File: src/rtl/pic_cmd_pkg.sv
package pic_cmd_pkg;
    localparam int DW = 8;
    localparam int LW = 3;
    localparam int NL = 1 << LW;
    localparam logic [DW-1:0] BASE_KEEP = ~DW'(NL - 1);
    localparam logic [DW-1:0] POLL_IDLE = DW'(NL - 1);

    typedef enum logic [1:0] {ST_RUN, ST_BASE, ST_CASC, ST_MODE} init_st_e;

    typedef enum logic [2:0] {
        OP_ROT_CLR = 3'd0,
        OP_EOI     = 3'd1,
        OP_NOP     = 3'd2,
        OP_SEOI    = 3'd3,
        OP_ROT_SET = 3'd4,
        OP_REOI    = 3'd5,
        OP_PRIO    = 3'd6,
        OP_RSEOI   = 3'd7
    } op_e;

    typedef struct packed {
        init_st_e        st;
        logic            init4;
        logic [DW-1:0]   mask;
        logic [DW-1:0]   base;
        logic            sfnm;
        logic            aeoi;
        logic            rot;
        logic            smm;
        logic            rsel;
        logic            poll;
        logic [LW-1:0]   ofs;
        logic            core_init;
        logic [NL-1:0]   isr_clr;
        logic [NL-1:0]   irr_clr;
        logic [DW-1:0]   rdata;
    } ctl_s;

    function automatic logic [NL-1:0] lvl_bit(input logic [LW-1:0] l);
        logic [NL-1:0] r;
        r = '0;
        r[l] = 1'b1;
        return r;
    endfunction
endpackage

File: src/rtl/pic_init_seq.sv
module pic_init_seq
    import pic_cmd_pkg::*;
(
    input  logic          wr_en,
    input  logic          a0,
    input  logic [DW-1:0] wdata,
    input  init_st_e      st_q,
    input  logic          init4_q,
    output logic          icw1_hit,
    output init_st_e      st_d,
    output logic          base_ld,
    output logic          mode_ld,
    output logic          mask_ld
);
    always_comb begin
        icw1_hit = wr_en && !a0 && wdata[4];
        st_d     = st_q;
        base_ld  = 1'b0;
        mode_ld  = 1'b0;
        mask_ld  = 1'b0;
        if (icw1_hit) begin
            st_d = ST_BASE;
        end else if (wr_en && a0) begin
            case (st_q)
                ST_RUN:  mask_ld = 1'b1;
                ST_BASE: begin
                    base_ld = 1'b1;
                    st_d    = ST_CASC;
                end
                ST_CASC: st_d = init4_q ? ST_MODE : ST_RUN;
                ST_MODE: begin
                    mode_ld = 1'b1;
                    st_d    = ST_RUN;
                end
                default: st_d = ST_RUN;
            endcase
        end
    end
endmodule

File: src/rtl/pic_cmd_decode.sv
module pic_cmd_decode
    import pic_cmd_pkg::*;
(
    input  logic          wr_en,
    input  logic          a0,
    input  logic [DW-1:0] wdata,
    input  logic          isr_top_vld,
    input  logic [LW-1:0] isr_top_lvl,
    output logic          poll_arm,
    output logic          rsel_ld,
    output logic          rsel_val,
    output logic          smm_ld,
    output logic          smm_val,
    output logic          rot_ld,
    output logic          rot_val,
    output logic          ofs_ld,
    output logic [LW-1:0] ofs_val,
    output logic          eoi_vld,
    output logic [LW-1:0] eoi_lvl
);
    logic          cmd_wr;
    logic          mode_cmd;
    logic          op_cmd;
    op_e           op;
    logic [LW-1:0] fld_lvl;

    assign cmd_wr   = wr_en && !a0 && !wdata[4];
    assign mode_cmd = cmd_wr && wdata[3];
    assign op_cmd   = cmd_wr && !wdata[3];
    assign op       = op_e'(wdata[7:5]);
    assign fld_lvl  = wdata[LW-1:0];

    always_comb begin
        poll_arm = mode_cmd && wdata[2];
        rsel_ld  = mode_cmd && wdata[1];
        rsel_val = wdata[0];
        smm_ld   = mode_cmd && wdata[6];
        smm_val  = wdata[5];
        rot_ld   = 1'b0;
        rot_val  = 1'b0;
        ofs_ld   = 1'b0;
        ofs_val  = '0;
        eoi_vld  = 1'b0;
        eoi_lvl  = '0;
        if (op_cmd) begin
            case (op)
                OP_ROT_CLR, OP_ROT_SET: begin
                    rot_ld  = 1'b1;
                    rot_val = (op == OP_ROT_SET);
                end
                OP_EOI, OP_REOI: begin
                    if (isr_top_vld) begin
                        eoi_vld = 1'b1;
                        eoi_lvl = isr_top_lvl;
                        ofs_ld  = (op == OP_REOI);
                        ofs_val = isr_top_lvl + LW'(1);
                    end
                end
                OP_SEOI, OP_RSEOI: begin
                    eoi_vld = 1'b1;
                    eoi_lvl = fld_lvl;
                    ofs_ld  = (op == OP_RSEOI);
                    ofs_val = fld_lvl + LW'(1);
                end
                OP_PRIO: begin
                    ofs_ld  = 1'b1;
                    ofs_val = fld_lvl + LW'(1);
                end
                default: ;
            endcase
        end
    end
endmodule

File: src/rtl/pic_read_path.sv
module pic_read_path
    import pic_cmd_pkg::*;
(
    input  logic          a0,
    input  logic          poll_q,
    input  logic          rsel_q,
    input  logic [DW-1:0] irr,
    input  logic [DW-1:0] isr,
    input  logic [DW-1:0] mask,
    input  logic          req_vld,
    input  logic [LW-1:0] req_lvl,
    output logic [DW-1:0] rd_val,
    output logic [NL-1:0] poll_clr
);
    always_comb begin
        rd_val   = '0;
        poll_clr = '0;
        if (poll_q) begin
            if (req_vld) begin
                rd_val[DW-1]   = 1'b1;
                rd_val[LW-1:0] = req_lvl;
                poll_clr       = lvl_bit(req_lvl);
            end else begin
                rd_val = POLL_IDLE;
            end
        end else if (a0) begin
            rd_val = mask;
        end else begin
            rd_val = rsel_q ? isr : irr;
        end
    end
endmodule

File: src/rtl/pic_cmd_ctrl.sv
module pic_cmd_ctrl
    import pic_cmd_pkg::*;
(
    input  logic          clk,
    input  logic          rst_n,
    input  logic          wr_en,
    input  logic          rd_en,
    input  logic          a0,
    input  logic [7:0]    wdata,
    output logic [7:0]    rdata,
    output logic          core_init,
    output logic [7:0]    mask_o,
    output logic [7:0]    vec_base,
    output logic          sfnm_en,
    output logic          aeoi_en,
    output logic          rot_aeoi_en,
    output logic          spec_mask_en,
    output logic [2:0]    prio_ofs,
    output logic [7:0]    isr_clr,
    output logic [7:0]    irr_clr,
    input  logic [7:0]    core_irr,
    input  logic [7:0]    core_isr,
    input  logic          req_vld,
    input  logic [2:0]    req_lvl,
    input  logic          isr_top_vld,
    input  logic [2:0]    isr_top_lvl
);
    ctl_s q, d;

    logic          icw1_hit, base_ld, mode_ld, mask_ld;
    init_st_e      st_d;
    logic          poll_arm, rsel_ld, rsel_val, smm_ld, smm_val;
    logic          rot_ld, rot_val, ofs_ld, eoi_vld;
    logic [LW-1:0] ofs_val, eoi_lvl;
    logic [DW-1:0] rd_val;
    logic [NL-1:0] poll_clr;
    init_st_e      st_cur;
    logic          poll_armed;

    pic_init_seq u_seq (
        .wr_en    (wr_en),
        .a0       (a0),
        .wdata    (wdata),
        .st_q     (q.st),
        .init4_q  (q.init4),
        .icw1_hit (icw1_hit),
        .st_d     (st_d),
        .base_ld  (base_ld),
        .mode_ld  (mode_ld),
        .mask_ld  (mask_ld)
    );

    pic_cmd_decode u_dec (
        .wr_en       (wr_en),
        .a0          (a0),
        .wdata       (wdata),
        .isr_top_vld (isr_top_vld),
        .isr_top_lvl (isr_top_lvl),
        .poll_arm    (poll_arm),
        .rsel_ld     (rsel_ld),
        .rsel_val    (rsel_val),
        .smm_ld      (smm_ld),
        .smm_val     (smm_val),
        .rot_ld      (rot_ld),
        .rot_val     (rot_val),
        .ofs_ld      (ofs_ld),
        .ofs_val     (ofs_val),
        .eoi_vld     (eoi_vld),
        .eoi_lvl     (eoi_lvl)
    );

    pic_read_path u_rd (
        .a0       (a0),
        .poll_q   (q.poll),
        .rsel_q   (q.rsel),
        .irr      (core_irr),
        .isr      (core_isr),
        .mask     (q.mask),
        .req_vld  (req_vld),
        .req_lvl  (req_lvl),
        .rd_val   (rd_val),
        .poll_clr (poll_clr)
    );

    always_comb begin
        d           = q;
        d.core_init = 1'b0;
        d.isr_clr   = '0;
        d.irr_clr   = '0;
        d.st        = st_d;

        if (icw1_hit) begin
            d.init4     = wdata[0];
            d.mask      = '0;
            d.ofs       = '0;
            d.smm       = 1'b0;
            d.rsel      = 1'b0;
            d.core_init = 1'b1;
            if (!wdata[0]) begin
                d.sfnm = 1'b0;
                d.aeoi = 1'b0;
            end
        end
        if (base_ld) d.base = wdata & BASE_KEEP;
        if (mode_ld) begin
            d.sfnm = wdata[4];
            d.aeoi = wdata[1];
        end
        if (mask_ld) d.mask = wdata;

        if (rd_en) begin
            d.rdata = rd_val;
            if (q.poll) begin
                d.poll    = 1'b0;
                d.isr_clr = poll_clr;
                d.irr_clr = poll_clr;
            end
        end

        if (poll_arm) d.poll = 1'b1;
        if (rsel_ld)  d.rsel = rsel_val;
        if (smm_ld)   d.smm  = smm_val;
        if (rot_ld)   d.rot  = rot_val;
        if (ofs_ld)   d.ofs  = ofs_val;
        if (eoi_vld)  d.isr_clr = d.isr_clr | lvl_bit(eoi_lvl);
    end

    always_ff @(posedge clk or negedge rst_n) begin
        if (!rst_n) begin
            q <= '{st: ST_RUN, default: '0};
        end else begin
            q <= d;
        end
    end

    assign rdata        = q.rdata;
    assign core_init    = q.core_init;
    assign mask_o       = q.mask;
    assign vec_base     = q.base;
    assign sfnm_en      = q.sfnm;
    assign aeoi_en      = q.aeoi;
    assign rot_aeoi_en  = q.rot;
    assign spec_mask_en = q.smm;
    assign prio_ofs     = q.ofs;
    assign isr_clr      = q.isr_clr;
    assign irr_clr      = q.irr_clr;
    assign st_cur       = q.st;
    assign poll_armed   = q.poll;
endmodule

File: config.mk
export PLATFORM = sky130hd
export DESIGN_NAME = pic_cmd_ctrl
export DESIGN_NICKNAME = d
export VERILOG_FILES = /design/src/rtl/pic_cmd_pkg.sv /design/src/rtl/pic_init_seq.sv /design/src/rtl/pic_cmd_decode.sv /design/src/rtl/pic_read_path.sv /design/src/rtl/pic_cmd_ctrl.sv
export SDC_FILE = /design/constraint.sdc
export NUM_CORES = 1
export LEC_CHECK = 0
export ABC_AREA = 0
export BUFFER_PORTS_ARGS = -buffer_cell sky130_fd_sc_hd__buf_4
export CORE_MARGIN = 3
export CORE_UTILIZATION = 51
export DETAILED_ROUTE_END_ITERATION = 12
export GPL_TIMING_DRIVEN = 0
export PLACE_DENSITY = 0.92
export SLEW_MARGIN = 10
export SYNTH_ARGS = -nofsm -noshare
export SYNTH_HDL_FRONTEND = slang
export SYNTH_SLANG_ARGS = --single-unit
export TNS_END_PERCENT = 50
File: constraint.sdc
create_clock -name clk -period 1.4 [get_ports clk]
set_input_delay 0.28 -clock clk [delete_from_list [all_inputs] [get_ports clk]]
set_output_delay 0.28 -clock clk [all_outputs]
set_load 0.03 [all_outputs]
==> results_dict.tcl, run 1 <==
set metrics [dict create \
    outcome "finished, final reports clean" \
    cp_num_buf_inv 1 \
    peakVddDrop_mv 0.7849 \
    via_count 2113 \
    netlist_area_um2 2684 \
    grt_util_all_layers_pct 19.73 \
    cap_violations 0 \
    critPathMaxStageDelay_ns 0.35 \
    crit_start "q[29]" \
    drive_gt1_share_pct 45.03 \
    critPathTopFamily "multiplexers" \
    hold_violations 0 \
    port_buffers 78 \
    final.setup.tns_ns 0 \
    drv_slew 0 \
    ys_warn_count 0 \
    setup_viol 0 \
    htree_levels 2 \
    post-route-min-period_ns 1.324 \
    cts_buffer_depth 2 \
    worstSetupStartpointType "flop" \
    cp_max_fo 9 \
    period_share_pct 94.55 \
    vias_per_cell 5.166 \
    drtAntennaViolNets 0 \
    grt_pass1_wl_um 9708 \
    cp-end-kind "flop" \
    cpMaxStageDelayCell "mux2_2" \
    hold_buffers 0 \
    rsz0062_at_grt "no" \
    max_freq_mhz 755.5 \
    hpwl_um 4610 \
    cts_sinks 50 \
    drt_drc_violations_left 0 \
    critPathKind "flop to flop" \
    syn_inst 254 \
    slew_headroom_pct 58.01 \
    cts_root_buf "clkbuf_8" \
    cts_tree "built" \
    cts-buffers-inserted 5 \
    grt_max_degree 51 \
    p_leak_nw 1.797 \
    hold_class "input port to asynchronous set/reset pin" \
    ys_seq_area_share_pct 46.62 \
    initialDrtViolationCount 126 \
    ys_seq_elements 50 \
    synthFlopType "dfrtp_1" \
    p_per_area_nw_per_um2 1182 \
    dieWidth_um 78.54 \
    nNetsFinal 380 \
    die_h_um 78.54 \
    regToRegStartpoint "q[29]" \
    pin_count 85 \
    gp_congestion 0.8180 \
    area_growth_pct 29.56 \
    first_pass_iters 4 \
    overflow 0 \
    instances_no_fill 409 \
    required_ns 1.57 \
    core_area_um2 4911 \
    clk_pin_slew_ns 0.09 \
    critPathArrivalTime_ns 1.50 \
    dpl.cell_count 401 \
    avgSynthCellArea_um2 10.57 \
    synth_cell_types 42 \
    worst_slew_pin_slew_ns 0.6298 \
    grt_pass1_vias 2032 \
    fp-row-count 25 \
    ys_async_sr_fraction_pct 100.0 \
    synth-edff-count 0 \
    num_antenna_cells 0 \
    start_util_pct 54.65 \
    antenna_found_initial 0 \
    path_cells "clkbuf_4, mux2_2, mux2i_1, o22ai_1" \
    dieArea_um2 6169 \
    clock_skew_ns 0.006498 \
    wl_um 6071 \
    post_drt_wl_per_cell_um 14.84 \
    clock_latency_ns 0.30 \
]
[cells in the final DEF, fill, tap and decap left out, drive strengths merged, types with 2 or more instances in the layout]
master      n
o221ai      2
inv        12
clkbuf      9
nor2b       2
nor3        4
o211ai      3
xnor2       2
nand3b      5
mux2       13
dfrtp      50
mux2i      11
o21bai      4
nand2b      5
nand2      20
nor4bb      2
nor2        9
a22o        9
clkinvlp    2
conb        3
o22ai      10
buf       127
o32a        3
ha          2
nand3       6
a31oi       4
o21ai       9
[metal layers]
layer	routed length (um)	vias up	global-route usage [%]	part of all wire, %
met5	0	-	0	0
met4	22	0	3.671	0.36
li1	-	1019	-	-
met1	2577	1007	24.78	42
met2	3068	85	35.23	51
met3	403	2	4.014	6.6
[logic make-up after synthesis]
kind of cell / Yosys count / synth area share (%)
compound gates: 48 / 12.87
xor+xnor: 2 / 0.6528
other cells: 1 / 0.1397
simple gates: 62 / 13.47
buf+inv: 65 / 15.76
mux: 24 / 9.557
fa+ha+maj: 2 / 0.9323
flops: 50 / 46.62
[layout make-up]
type / instances / area (um^2)
inverters: 12 / 45.04
well taps: 67 / 83.83
plain buffers: 53 / 380.4
fillers: 360 / 1434
clock inverters: 3 / 45.04
clock buffers: 5 / 68.82
repair buffers: 78 / 585.6
flip-flops and latches: 50 / 1251
multi-input cells: 141 / 1017
[final timing paths]
check,endpoint,slack (ns),depth (start not counted)
max in group asynchronous,mask_o[5],0.98,1
max,rdata[5],0.08,4
max reg2reg,rdata[5],0.08,4
min,mask_o[6],0.004,1
min reg2reg,vec_base[4],0.52,2
min in group clk,irr_clr[6],0.22,2
[worst reg2reg max path: cells and delay by family (launching register included)]
kind,cells,cell delay [ns]
flip-flops,1,0.34
multiplexers,2,0.55
buffers and inverters,1,0.21
AO/OA/AOI/OAI,1,0.10
[cells in the mapped netlist, drive strengths merged (3+ instances only)]
cell    count  area [um^2]
a22o        9        78.83
a31oi       4        25.02
buf        50        366.6
clkbuf      3        11.26
dfrtp      50         1251
inv        12        45.04
mux2       13        146.4
mux2i      11        110.1
nand2      20        75.07
nand2b      5        31.28
nand3       6        30.03
nand3b      5        41.29
nor2        9        41.29
nor3        4        20.02
o211ai      3        22.52
o21ai       9        45.04
o21bai      4        30.03
o22ai      10        62.56
o32a        3        30.03
[power breakdown]
part	internal (mW)	switching (mW)	leakage, nW
logic	0.644	0.708	1.09
registers	1.62	0.129	0.661
clock network	0.531	0.476	0.0504
total	2.80	1.31	1.80
[registers in the layout (all words and copies together) (netlist names)]
register,cells
irr_clr,8
isr_clr,8
mask_o,8
rdata,8
vec_base,5
prio_ofs,3
q,2
st_cur,2
aeoi_en,1
core_init,1
poll_armed,1
rot_aeoi_en,1
sfnm_en,1
spec_mask_en,1
[timing repair]
action / CTS / global route
resized for setup: 0 / 1
hold endpoints to repair: 0 / 0
setup buffers: 0 / 0
setup endpoints to repair: 0 / 1
[per-stage QoR]
stage | setup WS [ns] | util, % | total power, mW | hold slack (ns) | instance area (um^2)
2_1_floorplan | 0.2069 | - | 2.638 | -0.01559 | 2691
3_3_place_gp | 0.07699 | 68.43 | 3.086 | 0.3229 | 3361
3_5_place_dp | 0.04113 | 68.43 | 3.131 | 0.3375 | 3361
4_1_cts | 0.03315 | 70.75 | 4.141 | 0.01254 | 3475
5_1_grt | 0.03007 | 70.80 | 4.297 | 0.04025 | 3477
6_report | 0.07631 | 70.80 | 4.111 | 0.003701 | 3477
No activity file was read; power rests on OpenSTA's default activity.
==> run 2, diff against run 1 <==
==> constraint.sdc (replaced) <==
create_clock -name clk -period 1.4 [get_ports clk]
set_input_delay 0.14 -clock clk [delete_from_list [all_inputs] [get_ports clk]]
set_output_delay 0.14 -clock clk [all_outputs]
set_load 0.03 [all_outputs]
==> run 2 against run 1 <==
Via count fell by 0.24%. Sequential cell count unchanged. Die area unchanged. Global-route usage is 0.098 points higher. Clock power barely moved. Power grew 0.14%. Register-to-register slack about the same. Final area up 0.29%.
==> results_dict.tcl, run 2 (same netlist as run 1, synthesis figures left out) <==
set metrics [dict create \
    core_area_um2 4911 \
    clock_latency_ns 0.30 \
    start_util_pct 54.65 \
    p_per_area_nw_per_um2 1180 \
    outcome "finished, final reports clean" \
    cpMaxStageDelayCell "mux2_2" \
    dieArea_um2 6169 \
    cts_root_buf "clkbuf_8" \
    fp-row-count 25 \
    clock_skew_ns 0.004467 \
    switching_share_pct 32.00 \
    grt_max_degree 51 \
    antenna_found_initial 0 \
    pin_count 85 \
    period_share_pct 94.84 \
    area_growth_pct 29.93 \
    p_leak_nw 1.802 \
    clock_power_share_pct 24.6 \
    hpwl_um 4610 \
    drtAntennaViolNets 0 \
    cts-buffers-inserted 5 \
    port_buffers 78 \
    regToRegStartpoint "q[29]" \
    power_frac_comb_pct 32.9 \
    clk_pin_slew_ns 0.09 \
    drv_slew 0 \
    num_antenna_cells 0 \
    post-route-min-period_ns 1.328 \
    cts_buffer_depth 2 \
    p_int_mw 2.799 \
    die_h_um 78.54 \
    drive_gt1_share_pct 44.90 \
    max_freq_mhz 753.1 \
    grt_pass1_vias 2032 \
    cap_violations 0 \
    cp_num_buf_inv 1 \
    slew_headroom_pct 58.01 \
    place_area_um2 3361 \
    critPathTopFamily "multiplexers" \
    required_ns 1.57 \
    cp_max_fo 9 \
    final_common_cell "buf_4" \
    vias_per_cell 5.141 \
    rsz0062_at_grt "no" \
    critPathMaxStageDelay_ns 0.36 \
    setup_viol 0 \
    final_area_um2 3487 \
    worstSetupStartpointType "flop" \
    most-common-layout-cells "122 x buf_4, 50 x dfrtp_1, 20 x nand2_1, 13 x mux2_2, 12 x inv_1" \
    critPathKind "flop to flop" \
    first_pass_iters 4 \
    via_count 2108 \
    wl_um 6089 \
    final.setup.tns_ns 0 \
    gp_congestion 0.8180 \
    holdWs_ns 0.07314 \
    htree_levels 2 \
    path_cells "clkbuf_4, mux2_2, mux2i_1, o22ai_1" \
    drt_drc_violations_left 0 \
    min_from "req_lvl[0]" \
    overflow 0 \
    p_sw_mw 1.317 \
    post_drt_wl_per_cell_um 14.85 \
    critPathArrivalTime_ns 1.50 \
    dieWidth_um 78.54 \
    hold_violations 0 \
    cp-end-kind "flop" \
    grt_util_all_layers_pct 19.82 \
    cts_tree "built" \
    grt_pass1_wl_um 9735 \
    crit_start "q[29]" \
    initialDrtViolationCount 131 \
    cts_sinks 50 \
    worst_slew_pin_slew_ns 0.6299 \
    hold_class "input port to flop" \
    peakVddDrop_mv 0.7850 \
    nNetsFinal 381 \
    p_seq_share_pct 42.5 \
]
-- run 2: changes by cell type in the layout (fill, tap and decap cells not counted), sizes merged --
cell,before,now
dlygate4sd3,0,1
-- run 2: final timing paths --
path                            cells past startpoint  slack, ns           to
min in group asynchronous                           2       0.40   irr_clr[7]
worst max-delay path                                4       0.07     rdata[5]
worst max register to register                      4       0.07     rdata[5]
max in group asynchronous                           2       0.58  vec_base[5]
worst min register to register                      2       0.52  vec_base[4]
worst min-delay path                                2       0.07   irr_clr[4]
-- run 2: area by class of cell --
cell class                 instances  area (um^2)
buffer                            53        380.4
timing repair buffer              79        595.6
tap                               67        83.83
inverter                          12        45.04
fill                             358         1424
clock buffer                       5        68.82
sequential                        50         1251
clock inverter                     3        45.04
multi-input combinational        141         1017
-- run 2: layer usage --
metal  GRT usage [%]  vias to the layer above  share of wire [%]  wire length (um)
met5               0                        -                  0                 0
met4           3.671                        0               0.36                22
met3           4.014                        2                6.4               388
met2           35.57                       76                 50              3068
met1           24.78                     1007                 43              2610
li1                -                     1023                  -                 -
-- run 2: through the flow --
step / setup WS, ns / std cells / util [%] / power [mW]
2_1_floorplan: 0.2069 / 256 / - / 2.638
3_3_place_gp: 0.1107 / 401 / 68.43 / 3.086
3_5_place_dp: 0.04698 / 401 / 68.43 / 3.131
4_1_cts: 0.03315 / 410 / 70.96 / 4.143
5_1_grt: 0.03007 / 410 / 71.01 / 4.299
6_report: 0.07222 / 410 / 71.01 / 4.117
-- run 2: power by group through the flow --
stage	logic, mW	registers [mW]	clock network, mW
floorplan	0.858	1.78	0
global placement	1.32	1.76	0
detailed placement	1.36	1.77	0
CTS	1.36	1.75	1.03
global route	1.45	1.77	1.08
finish	1.35	1.75	1.01
-- run 2: timing repair --
action | CTS | global route
setup buffers | 0 | 0
hold buffers | 1 | 0
endpoints found under the hold margin | 50 | 0
endpoints found under the setup margin | 0 | 1
gates resized for setup | 0 | 1
==> run 3, diff against run 2 <==
- CORE_UTILIZATION: 51 -> 55
- PLACE_DENSITY: 0.92 -> 0.95
- clock period: 1.4 -> 1.6 ns (I/O delays scaled with it)
==> run 3 against run 2 <==
Critical path depth did not move. Clock skew rose by 0.0079 ns. Fmax fell by 5.3%. Sequential power fell by 13%. Via count rose by 1.7%. Register-to-register slack improved by 0.13 ns. Final area fell by 0.36%. Highest routed layer unchanged.
==> results_dict.tcl, run 3 (same netlist as run 1, synthesis figures left out) <==
set metrics [dict create \
    outcome "finished, final reports clean" \
    antenna_found_initial 0 \
    first_pass_iters 4 \
    holdWs_ns 0.08286 \
    required_ns 1.79 \
    critPathArrivalTime_ns 1.59 \
    worst_slew_pin_slew_ns 0.6095 \
    critPathKind "flop to flop" \
    htree_levels 2 \
    start_util_pct 59.19 \
    cts_tree "built" \
    cap_violations 0 \
    cts_sinks 50 \
    die_h_um 75.86 \
    period_share_pct 87.62 \
    final.setup.tns_ns 0 \
    p_per_area_nw_per_um2 1031 \
    dieArea_um2 5754 \
    vias_per_cell 5.255 \
    power_frac_comb_pct 33.2 \
    p_int_mw 2.451 \
    grt.busiest_layer "met2" \
    setup_viol 0 \
    clock_latency_ns 0.30 \
    overflow 0 \
    p_sw_mw 1.130 \
    grt_util_met3_pct 5.277 \
    slew_headroom_pct 59.37 \
    grt_pass1_wl_um 9936 \
    peakVddDrop_mv 0.7042 \
    rr_worst_depth 4 \
    pin_count 85 \
    port_buffers 78 \
    via_count 2144 \
    fp-row-count 24 \
    wl_um 6207 \
    num_antenna_cells 0 \
    post-route-min-period_ns 1.402 \
    initialDrtViolationCount 154 \
    area_growth_pct 29.46 \
    worstSetupStartpointType "flop" \
    cts_setup_buffers 0 \
    cts_root_buf "clkbuf_8" \
    grt_util_all_layers_pct 23.11 \
    hold_class "input port to flop" \
    final_common_cell "buf_4" \
    cts_resized 0 \
    cts_buffer_depth 2 \
    drtAntennaViolNets 0 \
    grt_max_degree 51 \
    p_leak_nw 1.804 \
    hold_violations 0 \
    cp_max_fo 9 \
    drv_slew 0 \
    clock_skew_ns 0.01241 \
    met1_usage_pct 29.11 \
    drt_drc_violations_left 0 \
    cp-end-kind "flop" \
    max_freq_mhz 713.3 \
    cts-buffers-inserted 5 \
    grt_pass1_vias 2114 \
    gp_congestion 0.8170 \
    hpwl_um 4600 \
    p_seq_share_pct 42.8 \
    post_drt_wl_per_cell_um 15.21 \
    most-common-layout-cells "122 x buf_4, 50 x dfrtp_1, 20 x nand2_1, 13 x mux2_2, 12 x inv_1" \
    clk_pin_slew_ns 0.09 \
    dieWidth_um 75.86 \
    use_met2_pct 38.78 \
    nNetsFinal 381 \
    switching_share_pct 31.54 \
    rsz0062_at_grt "no" \
    core_area_um2 4534 \
    clock_power_share_pct 24.0 \
    hold_depth 2 \
    drive_gt1_share_pct 44.31 \
]
==> run 3: cell types whose count changed in the layout (fill, tap and decap cells not counted) <==
cell	before	now
clkbuf_4	1	0
clkinvlp_4	2	0
clkbuf_1	3	5
buf_2	4	5
==> run 3: path summary, 6_finish.rpt <==
path,from,end,slack (ns)
min in group asynchronous,rst_n,prio_ofs[0],0.41
max reg2reg,st_cur[0],mask_o[4],0.20
min reg2reg,vec_base[7],vec_base[7],0.51
max in group asynchronous,rst_n,core_init,0.77
max,st_cur[0],mask_o[4],0.20
min,req_lvl[0],irr_clr[2],0.08
==> run 3: layout make-up <==
type | count | area [um^2]
sequential | 50 | 1251
tap | 65 | 81.33
clock inverter | 1 | 30.03
inverter | 12 | 45.04
buffer | 53 | 377.9
fill | 323 | 1060
multi-input combinational | 141 | 1017
timing repair buffer | 79 | 595.6
clock buffer | 7 | 76.32
==> run 3: critical path, cell delays in order (launching register included) <==
cell and delay (ns):
dfrtp_1 0.45, nor4bb_1 0.33, buf_4 0.24, nor2_4 0.07, a22o_1 0.20
==> run 3: metrics by stage <==
step	utilization [%]	power, mW	instances	instance area (um^2)	worst slack (ns)
final	76.63	3.581	408	3475	0.1980
after global routing	76.63	3.760	408	3475	0.08830
after detailed placement	74.06	2.737	399	3358	0.2588
after global placement	74.06	2.698	399	3358	0.3096
after CTS	76.63	3.611	408	3475	0.2164
after floorplan	-	2.309	256	2691	0.4069
==> run 3: routing by layer <==
layer,routed length (um),up-vias
met3,423,13
met4,132,0
met1,2528,1036
met2,3122,76
met5,0,-
li1,-,1019
==> run 3: timing repair <==
action / in CTS / in global routing
endpoints found under the setup margin: 0 / 0
endpoints found under the hold margin: 50 / 0
hold buffers: 1 / 0
==> run 3: power by group through the flow <==
stage | clock network (mW) | registers [mW] | logic [mW]
6_report | 0.859 | 1.53 | 1.19
5_1_grt | 0.933 | 1.55 | 1.28
4_1_cts | 0.882 | 1.53 | 1.20
3_5_place_dp | 0 | 1.55 | 1.19
3_3_place_gp | 0 | 1.54 | 1.16
2_1_floorplan | 0 | 1.56 | 0.750
